### config.mk
export PLATFORM = sky130hd
export DESIGN_NAME = wr_qualifier
export DESIGN_NICKNAME = d
export VERILOG_FILES = /design/src/rtl/wq_pkg.sv /design/src/rtl/wq_sync.sv /design/src/rtl/wq_window.sv /design/src/rtl/wr_qualifier.sv
export SDC_FILE = /design/constraint.sdc
export NUM_CORES = 1
export LEC_CHECK = 0
export BUFFER_PORTS_ARGS = -buffer_cell sky130_fd_sc_hd__buf_2
export CORE_UTILIZATION = 54
export DETAILED_ROUTE_END_ITERATION = 8
export GPL_ROUTABILITY_DRIVEN = 1
export PLACE_DENSITY = 0.79
export SLEW_MARGIN = 20
export SYNTH_ARGS = -nofsm -noshare
export SYNTH_HDL_FRONTEND = slang
export SYNTH_SLANG_ARGS = --single-unit
### constraint.sdc
create_clock -name clk -period 1.61 [get_ports clk]
set_clock_uncertainty 0.05 [all_clocks]
set_input_delay 0.161 -clock clk [delete_from_list [all_inputs] [get_ports clk]]
set_output_delay 0.161 -clock clk [all_outputs]
set_load 0.05 [all_outputs]
### src/rtl/wq_pkg.sv
package wq_pkg;
  // Saturating increment used by the window-length counter.
  function automatic int unsigned sat_inc(int unsigned v, int unsigned lim);
    return (v >= lim) ? lim : v + 1;
  endfunction

  // A window qualifies once its sampled length reaches the threshold.
  function automatic logic width_ok(int unsigned len, int unsigned lim);
    return len >= lim;
  endfunction
endpackage

### src/rtl/wq_sync.sv
module wq_sync #(
  parameter int unsigned W = 1,
  parameter logic [W-1:0] RST_VAL = '0
) (
  input  logic         clk,
  input  logic         rst_n,
  input  logic [W-1:0] d,
  output logic [W-1:0] q
);
  logic [W-1:0] stage1;

  always_ff @(posedge clk or negedge rst_n) begin
    if (!rst_n) begin
      stage1 <= RST_VAL;
      q      <= RST_VAL;
    end else begin
      stage1 <= d;
      q      <= stage1;
    end
  end
endmodule

### src/rtl/wq_window.sv
module wq_window #(
  parameter int unsigned AW   = 12,
  parameter int unsigned DW   = 8,
  parameter int unsigned MINP = 4
) (
  input  logic          clk,
  input  logic          rst_n,
  input  logic          cs_n,
  input  logic          wr_n,
  input  logic          oe_n,
  input  logic          low,
  input  logic [AW-1:0] addr,
  input  logic [DW-1:0] data,
  output logic          wr_valid,
  output logic [AW-1:0] wr_addr,
  output logic [DW-1:0] wr_data
);
  localparam int unsigned CW = $clog2(MINP + 1);

  logic          act_q;
  logic [CW-1:0] len_q;
  logic          low_seen_q;
  logic [AW-1:0] addr_hold_q;

  // Named events for the assertions.
  wire act       = ~cs_n & ~wr_n & oe_n;
  wire win_start = act & ~act_q;
  wire win_end   = act_q & ~act;
  wire oe_abort  = win_end & ~cs_n & ~wr_n & ~oe_n;
  wire low_any   = low_seen_q | low;
  wire long_enough = wq_pkg::width_ok(32'(len_q), MINP);
  wire qualify   = win_end & long_enough & ~low_any & ~oe_abort;

  always_ff @(posedge clk or negedge rst_n) begin
    if (!rst_n) begin
      act_q       <= 1'b0;
      len_q       <= '0;
      low_seen_q  <= 1'b0;
      addr_hold_q <= '0;
    end else begin
      act_q <= act;
      if (win_start) begin
        len_q       <= CW'(1);
        low_seen_q  <= low;
        addr_hold_q <= addr;
      end else if (act) begin
        len_q      <= CW'(wq_pkg::sat_inc(32'(len_q), MINP));
        low_seen_q <= low_seen_q | low;
      end
    end
  end

  always_ff @(posedge clk or negedge rst_n) begin
    if (!rst_n) begin
      wr_valid <= 1'b0;
      wr_addr  <= '0;
      wr_data  <= '0;
    end else begin
      wr_valid <= qualify;
      if (qualify) begin
        wr_addr <= addr_hold_q;
        wr_data <= data;
      end
    end
  end

  a_r2_single_pulse: assert property (@(posedge clk) disable iff (!rst_n)
    wr_valid |=> !wr_valid);
  a_r2_after_end: assert property (@(posedge clk) disable iff (!rst_n)
    wr_valid |-> $past(win_end));
  a_r6_oe_high_at_end: assert property (@(posedge clk) disable iff (!rst_n)
    wr_valid |-> $past(oe_n));
  a_r8_no_low_write: assert property (@(posedge clk) disable iff (!rst_n)
    wr_valid |-> !$past(low_any));
  a_r9_hold_outputs: assert property (@(posedge clk) disable iff (!rst_n)
    !wr_valid |-> ($stable(wr_addr) && $stable(wr_data)));
  a_r7_len_bounded: assert property (@(posedge clk) disable iff (!rst_n)
    32'(len_q) <= MINP);
endmodule

### src/rtl/wr_qualifier.sv
module wr_qualifier #(
  parameter int unsigned AW        = 12,
  parameter int unsigned DW        = 8,
  parameter int unsigned MIN_PULSE = 4
) (
  input  logic          clk,
  input  logic          rst_n,
  input  logic          cs_n_raw,
  input  logic          wr_n_raw,
  input  logic          oe_n_raw,
  input  logic [AW-1:0] addr_raw,
  input  logic [DW-1:0] data_raw,
  input  logic          supply_low,
  output logic          wr_valid,
  output logic [AW-1:0] wr_addr,
  output logic [DW-1:0] wr_data
);
  localparam int unsigned SW = AW + DW + 4;
  localparam logic [SW-1:0] SYNC_RST = {1'b0, 3'b111, {DW{1'b0}}, {AW{1'b0}}};

  logic [SW-1:0] raw_bus, sync_bus;
  logic          cs_s, wr_s, oe_s, low_s;
  logic [AW-1:0] addr_s;
  logic [DW-1:0] data_s;

  assign raw_bus = {supply_low, oe_n_raw, wr_n_raw, cs_n_raw, data_raw, addr_raw};

  // Strobes, buses and flag share one synchroniser so they stay aligned.
  wq_sync #(.W(SW), .RST_VAL(SYNC_RST)) u_sync (
    .clk(clk), .rst_n(rst_n), .d(raw_bus), .q(sync_bus)
  );

  assign {low_s, oe_s, wr_s, cs_s, data_s, addr_s} = sync_bus;

  wq_window #(.AW(AW), .DW(DW), .MINP(MIN_PULSE)) u_win (
    .clk(clk), .rst_n(rst_n),
    .cs_n(cs_s), .wr_n(wr_s), .oe_n(oe_s), .low(low_s),
    .addr(addr_s), .data(data_s),
    .wr_valid(wr_valid), .wr_addr(wr_addr), .wr_data(wr_data)
  );

  a_r1_idle_after_reset: assert property (@(posedge clk) disable iff (!rst_n)
    $rose(rst_n) |-> !wr_valid);
endmodule

==> results of run 1 <==
[worst register-to-register path: cells and delay by family (launching register included)]
| family | cells | cell delay (ps) |
|---|---|---|
| flip-flops | 1 | 540 |
| AO/OA/AOI/OAI | 1 | 110 |
| AND/OR/NAND/NOR | 2 | 600 |
| buffers and inverters | 1 | 110 |
[state kept, by name (all words and copies together), names as in the netlist]
name,cells
u_sync.q,24
u_sync.stage1,24
u_win.addr_hold_q,12
u_win.wr_addr,12
u_win.wr_data,8
u_win.len_q,3
u_win.act_q,1
u_win.low_seen_q,1
u_win.wr_valid,1
[layer usage]
metal / part of all wire / routed length, um
met5: 0 / 0
met4: 0.021 / 87
met3: 0.023 / 96
met2: 0.55 / 2274
met1: 0.40 / 1667
[repair_timing]
item	4_1_cts	5_1_grt
resized for setup	0	1
hold endpoints to repair	92	0
hold buffers	25	0
endpoints found under the setup margin	0	1
[through the flow]
step | area [um2] | worst slack [ps]
2_1_floorplan | 2679 | 118.1
3_3_place_gp | 3045 | 179.3
3_5_place_dp | 3045 | 95.14
4_1_cts | 3492 | 88.44
5_1_grt | 3492 | 51.85
6_report | 3492 | 110.1
[worst paths after layout]
| check | cells past startpoint | slack (ps) | endpoint | start |
|---|---|---|---|---|
| worst max-delay path | 4 | 110 | u_win.len_q[1] | u_sync.q[22] |
| worst min-delay path | 2 | 230 | u_win.wr_addr[1] | rst_n |
| worst max register to register | 4 | 110 | u_win.len_q[1] | u_sync.q[22] |
| worst min register to register | 0 | 300 | u_sync.q[23] | u_sync.stage1[23] |
| max in group asynchronous | 3 | 740 | u_sync.q[18] | rst_n |
| min in group clk | 0 | 300 | u_sync.q[23] | u_sync.stage1[23] |
[synth_stat cells]
| library cell | number | area (um2) |
|---|---|---|
| sky130_fd_sc_hd__nor4b_4 | 1 | 23.77 |
| sky130_fd_sc_hd__mux2_2 | 32 | 360.4 |
| sky130_fd_sc_hd__dfrtp_1 | 80 | 2002 |
| sky130_fd_sc_hd__o2111ai_1 | 1 | 8.760 |
| sky130_fd_sc_hd__buf_4 | 2 | 15.01 |
| sky130_fd_sc_hd__or3b_2 | 1 | 8.760 |
| sky130_fd_sc_hd__ha_1 | 2 | 25.02 |
| sky130_fd_sc_hd__o31ai_1 | 1 | 7.510 |
| sky130_fd_sc_hd__inv_1 | 4 | 15.01 |
| sky130_fd_sc_hd__nand2_1 | 2 | 7.510 |
| sky130_fd_sc_hd__o21ai_0 | 2 | 10.01 |
| sky130_fd_sc_hd__nand4b_1 | 1 | 8.760 |
| sky130_fd_sc_hd__dfstp_2 | 6 | 157.7 |
| sky130_fd_sc_hd__nor2_1 | 2 | 7.510 |
| sky130_fd_sc_hd__a21oi_1 | 2 | 10.01 |
| sky130_fd_sc_hd__buf_6 | 1 | 11.26 |
[logic make-up after synthesis]
family	after synthesis	share of synthesized area
mux	32	0.1345
compound gates	6	0.01355
fa+ha+maj	2	0.009340
simple gates	7	0.02102
flops	86	0.8062
buf+inv	7	0.01541
[power groups by stage]
stage / clock network [mW] / registers [mW] / logic [mW]
floorplan: 0 / 2.51 / 0.110
global placement: 0 / 2.43 / 0.310
detailed placement: 0 / 2.45 / 0.329
CTS: 1.49 / 2.41 / 0.376
global route: 1.58 / 2.42 / 0.401
finish: 1.45 / 2.41 / 0.370
[final cells by class]
cell class                 instances  area (um2)
inverter                           4       15.01
multi-input combinational         47       484.2
tap                               67       83.83
fill                             315        1262
timing repair buffer              77       553.0
clock inverter                     7       72.57
sequential                        86        2160
clock buffer                       9       123.9
==> metrics list, run 1 <==
- Post-CTS clock slew at the launch and capture registers of the worst setup and hold paths: 80 ps
- Initial antenna violation count: 0
- Number of buffers created by CTS: 9
* Wire length per cell: 13.89 um
- Yosys printed 0 warnings.
* Combinational power share: 0.088
- Post-route total power: 4.223 mW
- Buffers placed on the I/O ports in this run total 46.
- The count of pins over their slew limit was 0.
* Setup crit start kind: register
- Of the cells placed in the final design, the portion with a size suffix greater than 1 is 0.4783.
* Required time at the endpoint of the critical path: 1800 ps
- Via count of the first global-routing pass: 1441
- Critical path's top delay family: simple AND/OR/NAND/NOR gates
- In this design, the stage delay of the slowest critical-path cell is 540 ps.
* Buf/Inv on CP: 1
- Final Hold Vio Count: 0
- Of all nets on the critical path, the largest fanout is 5.
- STA puts the critical path data arrival time at 1690 ps.
- In the routed design, unresolved DRC markers number 0.
- VDD IR max: 768.4 uV
* Insertion delay to the later sink of the worst-skew pair: 330 ps
* Number of antenna diodes: 0
- Relative to the synthesized area, the layout overhead comes to 30.36%.
* Psw: 1.004 mW
- CP Capture Type: register
- Most common cell after layout, fill and taps aside: sky130_fd_sc_hd__dfrtp_1
- The detailed router finished its first iteration with 80 violations.
- In this run, synthesis produced a sequential element count of 86.
* Synthesized area per cell: 19.13 um2
- The tree is rooted in a sky130_fd_sc_hd__clkbuf_8.
* Global-route wire length before repair: 6.699 mm
- Die width: 72.43 um
- Leakage dissipation: 1.738 nW
- Total nets after synthesis: 168
* Max frequency: 666.7 MHz
* Met1 usage in global routing: 0.2199
- Final Wtd Congestion: 0.6438
* Setup violations, final: 0
- Pin count of the biggest net entering global routing: 37
- Internal power comes to 3.219 mW.
- After routing, the total negative slack on setup checks comes to 0 ps.
- DP HPWL: 2.789 mm
- The die covers 5246 um2.
- Antenna viol nets, final: 0
- Core Area: 4755 um2
- Traced cell by cell, the critical path runs through or3b_2 -> inv_2 -> nand4b_1 -> o21ai_0.
* # IOs: 47
- Core occupancy in the finished layout: 0.7345
* Sinks on the clock net: 86
- For this run, the total global-route usage over all layers was measured as 0.1833.
- Pwr/cell area: 1209 nW/um2
- In the routed layout, each cell is associated on average with a via count of 4.653.
* Proportion of synthesized chip area in sequential cells: 0.8062
- Fraction of power spent switching nets: 0.2378
- The global routing stage identified its most utilized layer as met2.
* Total detailed-routing wirelength: 4.125 mm
* Total of max-cap violations: 0
- On the final layout, the worst hold slack is 229.1 ps.
* Buffers inserted by post-CTS timing repair: 0
* Slew at the pin closest to its max-slew limit: 316.3 ps
- Total congestion overflow after global routing: 0
- The flow ran to the end, and the final reports show no timing, DRC or antenna violations.
- Worst slew margin: 0.7891
- In this run the vertical extent of the chip is 72.43 um.
- In the finished design, the share of the clock period the worst path needs comes to 0.9316.
- Shortest clock period the worst path allows after layout: 1500 ps
- After floorplanning, the core was divided into 25 placement rows.
- Grt met3 use: 0.04583
- The clock passes through at most 2 buffers.
- Number of unique standard cell types used by synthesis: 16
* Clock tree from TritonCTS: done
* Total Nets Final: 253
- The critical path in this run is classified as reg2reg.
- RSZ-0062 raised after global routing: false
* Number of H-tree levels: 3
* Commonest cells after routing, fill and taps aside: 80 x sky130_fd_sc_hd__dfrtp_1, 45 x sky130_fd_sc_hd__buf_2, 32 x sky130_fd_sc_hd__mux2_2, 25 x sky130_fd_sc_hd__dlygate4sd3_1, 9 x sky130_fd_sc_hd__clkbuf_8
- Synthesized cell area: 2679 um2
* Starting utilization of the core area: 0.5634
* Met2 global-route usage: 0.3074
* Number of detailed-route iterations in the first pass: 4
- After detailed placement, the design holds a cell count of 256.
- Of the total power, the clock network draws 0.343.
- Path category of the worst min-delay check: in2async
- Detailed routing inserted a total of 1382 vias.
- Filler-free cell count of the finished design: 297
- Slowest cell on the critical path: sky130_fd_sc_hd__dfstp_2
- Synthesis handed over a netlist of 140 instances.
* Proportion of power drawn by flip-flops and latches: 0.570
Power figures use the tool's default switching activity.
==> run 2, diff against run 1 <==
--- a/config.mk
+++ b/config.mk
@@ -6,10 +6,10 @@
 export NUM_CORES = 1
 export LEC_CHECK = 0
 export BUFFER_PORTS_ARGS = -buffer_cell sky130_fd_sc_hd__buf_2
-export CORE_UTILIZATION = 54
+export CORE_UTILIZATION = 35
 export DETAILED_ROUTE_END_ITERATION = 8
 export GPL_ROUTABILITY_DRIVEN = 1
-export PLACE_DENSITY = 0.79
+export PLACE_DENSITY = 0.56
 export SLEW_MARGIN = 20
 export SYNTH_ARGS = -nofsm -noshare
 export SYNTH_HDL_FRONTEND = slang
==> metrics list, run 2 (synthesis results as in run 1) <==
- The run finished with clean final reports.
- Peak-usage layer in the global routing report: met2
- The tree is rooted in a sky130_fd_sc_hd__clkbuf_8.
* VDD IR max: 509.1 uV (-34%)
- CP Capture Type: register
- The cell count of the worst reg-to-reg path is 3 (-1).
- The biggest fanout along the worst timing path is 14 (+9).
* Required time at the endpoint of the critical path: 1790 ps (about the same)
- The clock-pin slew of the registers on the worst-case setup and hold paths came to 80 ps (about the same).
- Worst reg2reg path endpoint: u_win.addr_hold_q[7]
* Worst slew margin: 0.6651 (-0.1241)
- Final number of max-transition violations: 0 (unchanged)
* Via count: 1344 (-2.7%)
- The utilization after layout is 0.4864 (-0.2480).
- Traced cell by cell, the critical path runs through nor4b_4 -> buf_12 -> mux2_2.
* Total Nets Final: 252 (-0.40%)
- Number of detailed-route iterations in the first pass: 3 (-1)
* Die Span Y: 89.49 um (+24%)
- Final Hold Vio Count: 0 (unchanged)
- The number of CTS-inserted buffers was 9 (unchanged).
- Clock tree from TritonCTS: done
- Total of max-cap violations: 0 (unchanged)
- Global-route wire length before repair: 6.789 mm (+1.3%)
- The total number of clock tree sinks is 86 (unchanged).
- Die area: 8008 um2 (+53%)
* # IOs: 47 (unchanged)
* Shortest clock period the worst path allows after layout: 1499 ps (-0.4570 ps)
* Met1 usage in global routing: 0.1600 (-0.05985)
* Slowest cell on the critical path: sky130_fd_sc_hd__dfrtp_1
- Biggest regs: u_sync.q: 24 flops, u_sync.stage1: 24 flops
- Compared with the post-synthesis result, the final layout area differs by 33.12%.
* Met2 global-route usage: 0.1672 (-0.1401)
- Max frequency: 666.9 MHz (about the same)
* Total detailed-routing wirelength: 3.991 mm (-3.2%)
- The ratio of final minimum period to clock period is 0.9313 (about the same).
* Insertion delay to the later sink of the worst-skew pair: 340 ps (about the same)
- Pwr/cell area: 1239 nW/um2 (+2.5%)
- The worst-case clock buffer depth came to 2 (unchanged).
- The static leakage power was 1.761 nW (+1.3%).
* Start of the worst register-to-register path: u_win.act_q
- Starting utilization of the core area: 0.3654 (-0.1980)
- Final Wtd Congestion: 0.6694 (+4.0%)
- Grt met3 use: 0.02955 (-0.01629)
- Setup crit start kind: register
- Number of H-tree levels: 3 (unchanged)
- The count of port buffers added during placement came to 46 (unchanged).
- Path category of the worst min-delay check: in2async
- Die width: 89.49 um (+24%)
* Combined global-route utilization of all metal layers: 0.1216 (-0.06170)
* Reg2reg setup slack: 110 ps (about the same)
- RSZ-0062 raised after global routing: false
- Violation count after the first detailed-route iteration: 45 (-44%)
* Post-route DRC: 0 (unchanged)
- Initial antenna violation count: 0 (unchanged)
- Total congestion overflow after global routing: 0 (unchanged)
- Placed inst area: 3090 um2 (+1.5%)
- The sum of negative setup slack came to 0 ps (unchanged).
- Data arrival time of the critical path: 1680 ps (about the same)
* Slew at the pin closest to its max-slew limit: 502.4 ps (+186.1 ps)
* Number of antenna diodes: 0 (unchanged)
- The wire length per cell after detailed routing came to 12.17 um (-12%).
- The quantity of gates resized following cts came to 0 (unchanged).
- DP HPWL: 2.441 mm (-12%)
* Cell Rows: 31 (+24%)
* Via count of the first global-routing pass: 1373 (-4.7%)
- The area inside the core boundary came to 7331 um2 (+54%).
- The worst path buffer plus inverter count came to 1 (unchanged).
- The number of endpoints failing setup at the final stage was 0 (unchanged).
- The total power came to 4.419 mW (+4.6%).
- The proportion of layout cells with a drive suffix above 1 is 0.4672 (-0.01101).
* Commonest cells after routing, fill and taps aside: 80 x sky130_fd_sc_hd__dfrtp_1, 45 x sky130_fd_sc_hd__buf_2, 32 x sky130_fd_sc_hd__mux2_2, 25 x sky130_fd_sc_hd__dlygate4sd3_1, 11 x sky130_fd_sc_hd__clkbuf_8
- Most common cell after layout, fill and taps aside: sky130_fd_sc_hd__dfrtp_1
- Critical setup path kind: reg2reg
- The post-detailed-route count of antenna-violating nets is 0 (unchanged).
- Pin count of the biggest net entering global routing: 38 (+2.7%)
- Critical path's top delay family: flip-flops
- Drt via density: 4.098 (-12%)
- Design Area, Final: 3566 um2 (+2.1%)
* Worst stage delay on the critical path: 440 ps (-100 ps)
run 2: routing by layer:
metal,up-vias,wire length [um]
li1,636,-
met1,663,1837
met2,32,1854
met3,13,135
met5,-,0
met4,0,164
run 2: timing repair:
item | 4_1_cts | 5_1_grt
hold buffers | 25 | 0
endpoints found under the hold margin | 53 | 0
buffers inserted | 0 | 0
run 2: per-stage QoR:
step / setup slack (ps) / hold WS (ps) / instances
detailed placement: 117.6 / 118.3 / 287
floorplan: 118.1 / -184.6 / 140
CTS: 105.6 / 275.1 / 328
finish: 110.6 / 271.2 / 328
global placement: 168.5 / 107.3 / 287
global route: 24.49 / 287.7 / 328
run 2: report_power, final:
group | internal [mW] | switching [mW] | total, mW | leakage [nW]
clock | 0.954 | 0.701 | 1.66 | 0.116
sequential | 2.33 | 0.0735 | 2.40 | 1.05
combinational | 0.172 | 0.192 | 0.364 | 0.593
run 2: area by class of cell:
class	count	area, um2
multi-input combinational	47	484.2
sequential	86	2160
tap	99	123.9
clock buffer	12	155.1
clock inverter	4	70.07
fill	615	3765
inverter	4	15.01
timing repair buffer	76	558.0
run 2: how the worst max path moves through the flow:
| stage | startpoint | to | slack, ps | depth (start not counted) |
|---|---|---|---|---|
| after floorplan | u_sync.q[22] | u_win.addr_hold_q[10] | 120 | 3 |
| after global placement | u_win.act_q | u_win.addr_hold_q[10] | 170 | 3 |
| after detailed placement | u_win.act_q | u_win.addr_hold_q[7] | 120 | 3 |
| after CTS | u_win.act_q | u_win.addr_hold_q[11] | 110 | 3 |
| after global routing | u_sync.q[22] | u_win.len_q[1] | 20 | 4 |
| final | u_win.act_q | u_win.addr_hold_q[7] | 110 | 3 |
==> run 3, diff against run 2 <==
--- a/config.mk
+++ b/config.mk
@@ -10,6 +10,7 @@
 export DETAILED_ROUTE_END_ITERATION = 8
 export GPL_ROUTABILITY_DRIVEN = 1
 export PLACE_DENSITY = 0.56
+export RECOVER_POWER = 100
 export SLEW_MARGIN = 20
 export SYNTH_ARGS = -nofsm -noshare
 export SYNTH_HDL_FRONTEND = slang
==> metrics list, run 3 (synthesis results as in run 1) <==
* Die area: 8008 um2 (unchanged)
- Internal Power: 3.444 mW (-0.25%)
- The number of endpoints failing setup at the final stage is 0 (unchanged).
- Total of max-cap violations: 0 (unchanged)
- Starting utilization of the core area: 0.3654 (unchanged)
- CP Cell Sequence: nor4b_4 -> buf_12 -> mux2_2
- Total Neg Setup Slack: 0 ps (unchanged)
- # IOs: 47 (unchanged)
- CP Capture Type: register
- Psw: 0.9644 mW (-0.24%)
- The proportion of power drawn by combinational gates is 0.081 (about the same).
- The pin count of the biggest net entering global routing was 38 (unchanged).
- Global-route wire length before repair: 6.789 mm (unchanged)
- Leaving out fill and tap cells, the most frequent cell in the layout is sky130_fd_sc_hd__dfrtp_1.
* Combined global-route utilization of all metal layers: 0.1216 (unchanged)
* Path category of the worst min-delay check: reg2reg
- Clock root buffer: sky130_fd_sc_hd__clkbuf_8
* Insertion delay to the later sink of the worst-skew pair: 340 ps (about the same)
- Slew at the pin closest to its max-slew limit: 967.7 ps (+465.3 ps)
- The average via count per standard cell was 4.088 (-0.22%).
- Fraction of power spent switching nets: 0.2188 (about the same)
* Final setup margin: 125.3 ps (+14.68 ps)
* Number of buffers created by CTS: 9 (unchanged)
- The post-detailed-route count of antenna-violating nets was 0 (unchanged).
- DP HPWL: 2.441 mm (unchanged)
- The final critical-path required period came to 1485 ps (-14.67 ps).
* Clock tree from TritonCTS: done
- Total of cells resized after clock tree synthesis: 0 (unchanged)
- The count of pins over their slew limit came to 0 (unchanged).
* Total congestion overflow after global routing: 0 (unchanged)
- The area inside the core boundary was 7331 um2 (unchanged).
- The fmax came to 673.5 MHz (+0.99%).
* Proportion of power drawn by flip-flops and latches: 0.544 (about the same)
* Worst slew margin: 0.3549 (-0.3102)
* Worst stage delay on the critical path: 440 ps (about the same)
- The number of global-route vias before repair is 1373 (unchanged).
- Pwr/cell area: 1249 nW/um2 (+0.81%)
- Via count: 1341 (-0.22%)
- The flip-flop and latch area came to 2160 um2 (unchanged).
* Total detailed-routing wirelength: 3.971 mm (-0.50%)
* Share of cells above drive strength 1: 0.3668 (-0.1004)
- The area growth from synthesis to layout is 31.71%.
* Required time at the endpoint of the critical path: 1790 ps (about the same)
* Post-Place Worst Slack: 117.6 ps (unchanged)
- Number of antenna diodes: 0 (unchanged)
- The wire length per cell after detailed routing is 12.11 um (-0.50%).
- Setup crit start kind: register
- Multi-input combinational cell area: 478.0 um2 (-1.3%)
* Die Span Y: 89.49 um (unchanged)
- The total number of clock tree sinks came to 86 (unchanged).
- Fill cells: 628 (+2.1%)
- Initial antenna violation count: 0 (unchanged)
- The ratio of final minimum period to clock period came to 0.9222 (-0.009115).
- Maximum root-to-sink buffer count: 2 (unchanged)
* Number of detailed-route iterations in the first pass: 4 (+1)
* Outcome: complete, no violations
- Leakage dissipation: 1.667 nW (-5.3%)
- The clock share of power is 0.375 (about the same).
- The final net count came to 252 (unchanged).
* Slowest cell on the critical path: sky130_fd_sc_hd__dfrtp_1
- Critical setup path kind: reg2reg
- The H-tree depth is 3 (unchanged).
* Biggest regs: u_sync.q: 24 flops, u_sync.stage1: 24 flops
- Data arrival time of the critical path: 1660 ps (-20 ps)
* Die width: 89.49 um (unchanged)
- Post-CTS clock slew at the launch and capture registers of the worst setup and hold paths: 80 ps (about the same)
* RSZ-0062 raised after global routing: false
- Final Hold Vio Count: 0 (unchanged)
* Final Wtd Congestion: 0.6694 (unchanged)
* Maximum net fanout on the critical path: 14 (unchanged)
- The DRC violation total after the first TritonRoute iteration was 43 (-4.4%).
* Post-route DRC: 0 (unchanged)
- Port Buf Inserts: 46 (unchanged)
- Commonest cells after routing, fill and taps aside: 80 x sky130_fd_sc_hd__dfrtp_1, 32 x sky130_fd_sc_hd__mux2_2, 25 x sky130_fd_sc_hd__dlygate4sd3_1, 24 x sky130_fd_sc_hd__buf_2, 22 x sky130_fd_sc_hd__clkbuf_1
* VDD IR max: 507.7 uV (-0.28%)
- The count of standard-cell rows came to 31 (unchanged).
## run 3: timing repair
action	4_1_cts	5_1_grt
setup buffers	0	0
hold endpoints to repair	53	0
hold buffers	25	0
setup endpoints to repair	0	0
## run 3: cell type report
| cell class | count | area share |
|---|---|---|
| flip-flops and latches | 86 | 0.6121 |
| clock buffers | 12 | 0.04397 |
| multi-input cells | 47 | 0.1355 |
| inverters | 4 | 0.004255 |
| repair buffers | 76 | 0.1493 |
| clock inverters | 4 | 0.01986 |
| well taps | 99 | 0.03511 |
## run 3: critical path: cells and delay by family (launching register included)
| kind | cells | cell delay, ps |
|---|---|---|
| flip-flops | 1 | 440 |
| AND/OR/NAND/NOR | 1 | 360 |
| multiplexers | 1 | 330 |
| buffers and inverters | 1 | 190 |
## run 3: through the flow
step	cell area (um2)	utilization	cells	hold WS, ps	total power, mW
4_1_cts	3566	0.4864	328	275.1	4.492
2_1_floorplan	2679	-	140	-184.6	2.617
5_1_grt	3528	0.4813	328	307.3	4.618
3_3_place_gp	3090	0.4216	287	107.3	2.762
3_5_place_dp	3090	0.4216	287	118.3	2.769
6_report	3528	0.4813	328	296.3	4.408
## run 3: worst paths after layout
check / from / end / slack [ps] / cells past startpoint
min in group asynchronous: rst_n / u_sync.stage1[18] / 450 / 2
max in group asynchronous: rst_n / u_win.wr_addr[6] / 390 / 3
hold / removal: u_sync.stage1[2] / u_sync.q[2] / 300 / 0
hold reg to reg: u_sync.stage1[2] / u_sync.q[2] / 300 / 0
setup reg to reg: u_win.act_q / u_win.addr_hold_q[7] / 130 / 3
setup / recovery: u_win.act_q / u_win.addr_hold_q[7] / 130 / 3
## run 3: power by group through the flow
stage          clock network [mW]  logic, mW  registers [mW]
2_1_floorplan                   0      0.110            2.51
6_report                     1.65      0.355            2.40
3_3_place_gp                    0      0.320            2.44
3_5_place_dp                    0      0.326            2.44
5_1_grt                      1.80      0.393            2.42
4_1_cts                      1.72      0.372            2.40
## run 3: routing by layer
metal / part of all wire / global-route usage / up-vias
met5: 0 / 0 / -
met4: 0.040 / 0.1068 / 0
met3: 0.032 / 0.02955 / 11
met2: 0.47 / 0.1672 / 32
met1: 0.46 / 0.1600 / 662
li1: - / - / 636
